## config.mk

```make
export PLATFORM = sky130hd
export DESIGN_NAME = pbus_cvt_front
export DESIGN_NICKNAME = d
export VERILOG_FILES = /design/src/rtl/pbus_pkg.sv /design/src/rtl/pbus_wr_ctrl.sv /design/src/rtl/pbus_mode_fsm.sv /design/src/rtl/pbus_rd_fmt.sv /design/src/rtl/pbus_cvt_front.sv
export SDC_FILE = /design/constraint.sdc
export NUM_CORES = 1
export LEC_CHECK = 0
export ABC_CLOCK_PERIOD_IN_PS = 900
export BUFFER_PORTS_ARGS = -buffer_cell sky130_fd_sc_hd__clkbuf_2
export CAP_MARGIN = 40
export CORE_MARGIN = 1.5
export CORE_UTILIZATION = 25
export CTS_CLUSTER_SIZE = 14
export DETAILED_ROUTE_END_ITERATION = 16
export PLACE_DENSITY_LB_ADDON = 0.3
export SLEW_MARGIN = 20
export SYNTH_ARGS = -nofsm -noshare
export SYNTH_HDL_FRONTEND = slang
export SYNTH_SLANG_ARGS = --single-unit
```

## constraint.sdc

```tcl
create_clock -name clk -period 0.9 [get_ports clk]
set_input_delay 0.045 -clock clk [delete_from_list [all_inputs] [get_ports clk]]
set_output_delay 0.045 -clock clk [all_outputs]
set_load 0.01 [all_outputs]
```

## src/rtl/pbus_pkg.sv

```systemverilog
package pbus_pkg;

    typedef enum logic [1:0] {
        MS_EXT    = 2'd0,
        MS_INT    = 2'd1,
        MS_PD_EXT = 2'd2,
        MS_PD_INT = 2'd3
    } mode_st_t;

    typedef enum logic {
        WS_IDLE = 1'b0,
        WS_LOW  = 1'b1
    } wr_st_t;

    localparam logic [1:0] SEL_CODE_INT = 2'b10;
    localparam logic [1:0] SEL_CODE_EXT = 2'b11;

endpackage

```

## src/rtl/pbus_wr_ctrl.sv

```systemverilog
module pbus_wr_ctrl
    import pbus_pkg::*;
#(
    parameter int DW = 8
) (
    input  logic          clk,
    input  logic          rst_n,
    input  logic          cs_n,
    input  logic          wr_n,
    input  logic [DW-1:0] bus_in,
    output logic          ctl_fire,
    output logic [DW-1:0] ctl_byte
);

    wr_st_t        st_q;
    wr_st_t        st_d;
    logic [DW-1:0] hold_q;

    // state register
    always_ff @(posedge clk or negedge rst_n) begin
        if (!rst_n) st_q <= WS_IDLE;
        else        st_q <= st_d;
    end

    // capture the bus every cycle the strobe is low under select
    always_ff @(posedge clk or negedge rst_n) begin
        if (!rst_n)               hold_q <= '0;
        else if (!cs_n && !wr_n)  hold_q <= bus_in;
    end

    // next state and commit pulse
    always_comb begin
        st_d     = st_q;
        ctl_fire = 1'b0;
        unique case (st_q)
            WS_IDLE: begin
                if (!cs_n && !wr_n) st_d = WS_LOW;
            end
            WS_LOW: begin
                if (cs_n) begin
                    st_d = WS_IDLE;
                end else if (wr_n) begin
                    st_d     = WS_IDLE;
                    ctl_fire = 1'b1;
                end
            end
            default: st_d = WS_IDLE;
        endcase
    end

    assign ctl_byte = hold_q;

    // a commit always follows a cycle with the strobe low
    p_fire_after_low_r2: assert property (@(posedge clk) disable iff (!rst_n)
        ctl_fire |-> $past(!wr_n && !cs_n));

endmodule

```

## src/rtl/pbus_mode_fsm.sv

```systemverilog
module pbus_mode_fsm
    import pbus_pkg::*;
#(
    parameter int DW      = 8,
    parameter int SEL_HI  = 7,
    parameter int BIP_BIT = 3
) (
    input  logic          clk,
    input  logic          rst_n,
    input  logic          ctl_fire,
    input  logic [DW-1:0] ctl_byte,
    output logic          int_mode,
    output logic          pwr_down,
    output logic          bipolar
);

    localparam int SEL_LO = SEL_HI - 1;

    mode_st_t   st_q;
    mode_st_t   st_d;
    logic       bip_q;
    logic [1:0] code;

    assign code = ctl_byte[SEL_HI:SEL_LO];

    always_ff @(posedge clk or negedge rst_n) begin
        if (!rst_n) st_q <= MS_EXT;
        else        st_q <= st_d;
    end

    always_ff @(posedge clk or negedge rst_n) begin
        if (!rst_n)        bip_q <= 1'b0;
        else if (ctl_fire) bip_q <= ctl_byte[BIP_BIT];
    end

    // transitions
    always_comb begin
        st_d = st_q;
        if (ctl_fire) begin
            if (code == SEL_CODE_EXT) begin
                st_d = MS_EXT;
            end else if (code == SEL_CODE_INT) begin
                st_d = MS_INT;
            end else begin
                unique case (st_q)
                    MS_EXT, MS_PD_EXT: st_d = MS_PD_EXT;
                    MS_INT, MS_PD_INT: st_d = MS_PD_INT;
                    default:           st_d = MS_PD_EXT;
                endcase
            end
        end
    end

    // outputs
    always_comb begin
        unique case (st_q)
            MS_EXT:    begin int_mode = 1'b0; pwr_down = 1'b0; end
            MS_INT:    begin int_mode = 1'b1; pwr_down = 1'b0; end
            MS_PD_EXT: begin int_mode = 1'b0; pwr_down = 1'b1; end
            MS_PD_INT: begin int_mode = 1'b1; pwr_down = 1'b1; end
            default:   begin int_mode = 1'b0; pwr_down = 1'b0; end
        endcase
    end

    assign bipolar = bip_q;

    p_int_sel_r2: assert property (@(posedge clk) disable iff (!rst_n)
        (ctl_fire && code == SEL_CODE_INT) |=> (int_mode && !pwr_down));

    p_ext_sel_r3: assert property (@(posedge clk) disable iff (!rst_n)
        (ctl_fire && code == SEL_CODE_EXT) |=> (!int_mode && !pwr_down));

    p_pd_keep_r4: assert property (@(posedge clk) disable iff (!rst_n)
        (ctl_fire && !code[1]) |=> (pwr_down && int_mode == $past(int_mode)));

endmodule

```

## src/rtl/pbus_rd_fmt.sv

```systemverilog
module pbus_rd_fmt #(
    parameter int DW = 8,
    parameter int RW = 12
) (
    input  logic          clk,
    input  logic          rst_n,
    input  logic          res_valid,
    input  logic [RW-1:0] res_data,
    input  logic          cs_n,
    input  logic          rd_n,
    input  logic          hsel,
    input  logic          bipolar,
    output logic [DW-1:0] bus_out,
    output logic          bus_oe
);

    localparam int HI_W = RW - DW;

    logic [RW-1:0] res_q;
    logic [DW-1:0] hi_byte;
    logic [DW-1:0] sel_byte;
    logic          pad_bit;

    always_ff @(posedge clk or negedge rst_n) begin
        if (!rst_n)         res_q <= '0;
        else if (res_valid) res_q <= res_data;
    end

    assign pad_bit = bipolar & res_q[RW-1];

    generate
        for (genvar g = 0; g < DW; g++) begin : g_hi
            if (g < HI_W) begin : g_val
                assign hi_byte[g] = res_q[DW+g];
            end else begin : g_pad
                assign hi_byte[g] = pad_bit;
            end
        end
    endgenerate

    assign sel_byte = hsel ? hi_byte : res_q[DW-1:0];
    assign bus_oe   = !cs_n && !rd_n;
    assign bus_out  = bus_oe ? sel_byte : '0;

    always_comb begin
        if (rst_n && bus_oe && hsel && !bipolar)
            a_pad_zero_r9: assert (bus_out[DW-1:HI_W] == '0);
        if (rst_n && bus_oe && hsel && bipolar)
            a_pad_sign_r10: assert (bus_out[DW-1:HI_W] == {(DW-HI_W){bus_out[HI_W-1]}});
        if (!bus_oe)
            a_quiet_r7: assert (bus_out == '0);
    end

endmodule

```

## src/rtl/pbus_cvt_front.sv

```systemverilog
module pbus_cvt_front
    import pbus_pkg::*;
#(
    parameter int DW      = 8,
    parameter int RW      = 12,
    parameter int SEL_HI  = 7,
    parameter int BIP_BIT = 3
) (
    input  logic          clk,
    input  logic          rst_n,
    input  logic          cs_n,
    input  logic          wr_n,
    input  logic          rd_n,
    input  logic          hsel,
    input  logic [DW-1:0] bus_in,
    output logic [DW-1:0] bus_out,
    output logic          bus_oe,
    input  logic          res_valid,
    input  logic [RW-1:0] res_data,
    input  logic          cnv_clk_in,
    output logic          cnv_clk_out,
    output logic          int_mode,
    output logic          pwr_down
);

    logic          ctl_fire;
    logic [DW-1:0] ctl_byte;
    logic          bipolar;

    pbus_wr_ctrl #(.DW(DW)) u_wr (
        .clk      (clk),
        .rst_n    (rst_n),
        .cs_n     (cs_n),
        .wr_n     (wr_n),
        .bus_in   (bus_in),
        .ctl_fire (ctl_fire),
        .ctl_byte (ctl_byte)
    );

    pbus_mode_fsm #(.DW(DW), .SEL_HI(SEL_HI), .BIP_BIT(BIP_BIT)) u_mode (
        .clk      (clk),
        .rst_n    (rst_n),
        .ctl_fire (ctl_fire),
        .ctl_byte (ctl_byte),
        .int_mode (int_mode),
        .pwr_down (pwr_down),
        .bipolar  (bipolar)
    );

    pbus_rd_fmt #(.DW(DW), .RW(RW)) u_rd (
        .clk       (clk),
        .rst_n     (rst_n),
        .res_valid (res_valid),
        .res_data  (res_data),
        .cs_n      (cs_n),
        .rd_n      (rd_n),
        .hsel      (hsel),
        .bipolar   (bipolar),
        .bus_out   (bus_out),
        .bus_oe    (bus_oe)
    );

    assign cnv_clk_out = cnv_clk_in && !cs_n && !int_mode;

    // deselected cycles never alter the mode state
    p_cs_hold_r6: assert property (@(posedge clk) disable iff (!rst_n)
        cs_n |=> ($stable(int_mode) && $stable(pwr_down)));

    // a clock-select commit clears power-down
    p_pd_clear_r5: assert property (@(posedge clk) disable iff (!rst_n)
        (ctl_fire && ctl_byte[SEL_HI]) |=> !pwr_down);

endmodule

```

==> reports/qor.csv <==
stage,metric,value,unit
clock_network,cts_sinks,19,
worst_setup_path,r2r_cells,2,
status,violations,negative setup slack,
clock_network,clockRootBuffer,clkbuf_4,
drt,drt_iter0_drc,12,
worst_hold_path,hold_depth,2,
global_route,grt_pass1_wl,3370,µm
die,coreArea,0.00336,mm²
global_route,grt_max_degree,20,
synth,yosysUniqueCellTypes,20,
synth,synth_area_leader_cell,dfrtp_1,
worst_hold_path,hold_start,wr_n,
drt,wire_per_inst,11.8,µm
die,die_w,62.4,µm
power,clockPowerShare,0.215,
placement,dp_hpwl,1320,µm
sta,finClkSkew,0.000293,ns
sta,hold_viol,0,
power,p_int,1.44,mW
synth,synth_top_area_share,0.539,
power,switching_share,0.268,
synth,yosys-top-cells-area,"dfrtp_1, mux2_2, mux2i_1",
clock_network,insertion_delay,0.28,ns
drt,met1Wirelength,887,µm
clock_network,clkTransAtPathRegs,0.10,ns
worst_hold_path,hp-class,input port to register,
placement,gp_congestion,0.632,
synth,syn_avg_cell_area,13.2,µm²
clock_network,clockBufferDepth,2,
worst_setup_path,cp_data_arrival_time,1.10,ns
global_route,gr-total-overflow,0,
clock_network,htreeDepth,1,
synth,yosysWarnings,0,
sta,layout_setup_ws,-0.246,ns
worst_setup_path,r2r_start,u_wr.st_q,
synth,netlist_area,882,µm²
die,row_count,21,
die,die_h,62.4,µm
worst_setup_path,cp-end-kind,primary output,
drt,drtAntennaViolNets,0,
layout,final_common_cell,clkbuf_2,
sta,max_slew_margin,0.684,
sta,slew_viol_final,0,
worst_setup_path,crit_buf_inv,1,
synth,syn_nets,95,
synth,synth_cells,67,
power,switchingPower,530,µW
worst_setup_path,worst-r2r-setup-slack,-0.01,ns
die,dieArea,0.00389,mm²
drt,dr.pass1.iters,4,
worst_setup_path,critPathMaxFanout,4,
worst_hold_path,holdPathEnd,u_wr.st_q,
worst_setup_path,cp-start-kind,register,
sta,setup_tns,-1.87,ns
sta,fmax,873,MHz
worst_setup_path,cp_slowest_cell,dfrtp_1,
layout,nNetsFinal,147,
sta,rsz0062_at_grt,true,
power,power-per-cell-area,1490,mW/mm²
die,initial_core_util,0.262,
synth,synth_seq_cells,19,
global_route,grt_use_total,0.110,
layout,drive_gt1_frac,0.542,
drt,wl_met3,72,µm
power,pwr-share-seq,0.532,
drt,drc,0,
layout,final_cell_mix,"clkbuf_2, dfrtp_1, dlygate4sd3_1",
worst_setup_path,reg2reg_to,u_mode.bipolar,
sta,setup_viol,11,
worst_setup_path,critPathMaxStageDelay,0.42,ns
power,p_comb_frac,0.253,
status,status,"complete, but fails checks",
sta,hold_ws,0.0101,ns
die,io_pins,40,
worst_setup_path,path_class,register to primary output,
drt,drt_wl_total,1940,µm
worst_setup_path,crit_chain,nand3_4 > a21oi_2 > buf_2,
drt,vias,677,
worst_setup_path,crit_required,0.85,ns
clock_network,cts_tree,done,
global_route,grt_pass1_vias,745,
worst_setup_path,path_delay_family,flip-flops,
sta,worst_pin_slew,0.473,ns
clock_network,cts_buffers,3,
drt,via_per_inst,4.13,
sta,min_period_over_period,1.27,
drt,topRoutingLayerUsed,met4,
power,ir_worst_vdd,657,µV
placement,io_buffers,34,
global_route,antenna_found_initial,0,
sta,min_period,1.15,ns
power,p_leak,0.645,nW
layout,antennaDiodeCount,0,
layout,areaGrowthSynthToFinish,49.8,%
synth,ys_seq_area_frac,0.539,
flow_run,drv_cap,0,
drt,dr_wl_met2,962,µm
## worst max-delay path by stage
stage,startpoint,end,slack [ns],cells after the start
after floorplan,u_wr.st_q,u_mode.bipolar,0.02,2
after global placement,cs_n,bus_out[6],-0.03,4
after detailed placement,cs_n,bus_out[4],-0.04,4
after CTS,u_rd.res_q[11],bus_out[4],-0.27,3
after global routing,u_rd.res_q[11],bus_out[6],-0.32,3
final,u_rd.res_q[11],bus_out[4],-0.25,3
## registers in the layout, indices dropped and copies added (netlist names), named ones only
signal,cells
u_wr.ctl_byte,3
u_mode.st_q,1
u_mode.bipolar,1
u_rd.res_q,12
u_wr.st_q,1
## stage by stage
| step | util | area, µm² | instances | total power, mW | worst slack (ns) |
|---|---|---|---|---|---|
| 2_1_floorplan | - | 882 | 67 | 1.28 | 0.0217 |
| 3_3_place_gp | 0.321 | 1080 | 142 | 1.40 | -0.0259 |
| 3_5_place_dp | 0.321 | 1080 | 142 | 1.42 | -0.0363 |
| 4_1_cts | 0.386 | 1300 | 163 | 1.96 | -0.275 |
| 5_1_grt | 0.393 | 1320 | 164 | 2.09 | -0.320 |
| 6_report | 0.393 | 1320 | 164 | 1.97 | -0.246 |
## logic make-up after synthesis
logic type,share of synthesized area
muxes,0.265
AOI/OAI and AO/OA,0.0355
buffers and inverters,0.0482
and+or+nand+nor,0.112
DFF,0.539
## power groups by stage
stage	clock, mW	sequential [mW]	combinational, mW
floorplan	0	1.03	0.245
global placement	0	1.05	0.358
detailed placement	0	1.05	0.369
CTS	0.447	1.05	0.465
global route	0.483	1.07	0.543
finish	0.425	1.05	0.499
## synth_stat cells
master and number:
clkbuf_1 2, nor2_4 1, a21boi_0 1, clkbuf_2 1
inv_1 3, nand3_1 1, dfrtp_1 19, mux2i_1 5
nor2_1 4, buf_6 1, mux2_2 15, nand3b_4 1
mux2_4 1, nand2b_1 4, or2_1 1, a21oi_2 1
buf_4 1, a21oi_1 3, nand4b_1 1, nor3b_1 1
## repair_timing
item / 4_1_cts / 5_1_grt
pin swaps: 1 / 3
hold endpoints to repair: 33 / 1
hold buffers: 15 / 1
gates resized for setup: 6 / 13
buffers inserted: 2 / 0
setup endpoints to repair: 10 / 13
## final cells by class
cell class              count  area, µm²
clock buffers               4       26.3
fillers                   361       2040
multi-input cells          40        395
inverters                   3       11.3
repair buffers             52        355
flip-flops and latches     19        475
well taps                  46       57.6
## metal layers
layer | global-route usage | vias to the layer above
met1 | 0.129 | 331
li1 | - | 326
met4 | 0.0417 | 0
met2 | 0.199 | 18
met5 | 0 | -
met3 | 0.0180 | 2
Power figures use the tool's default switching activity.
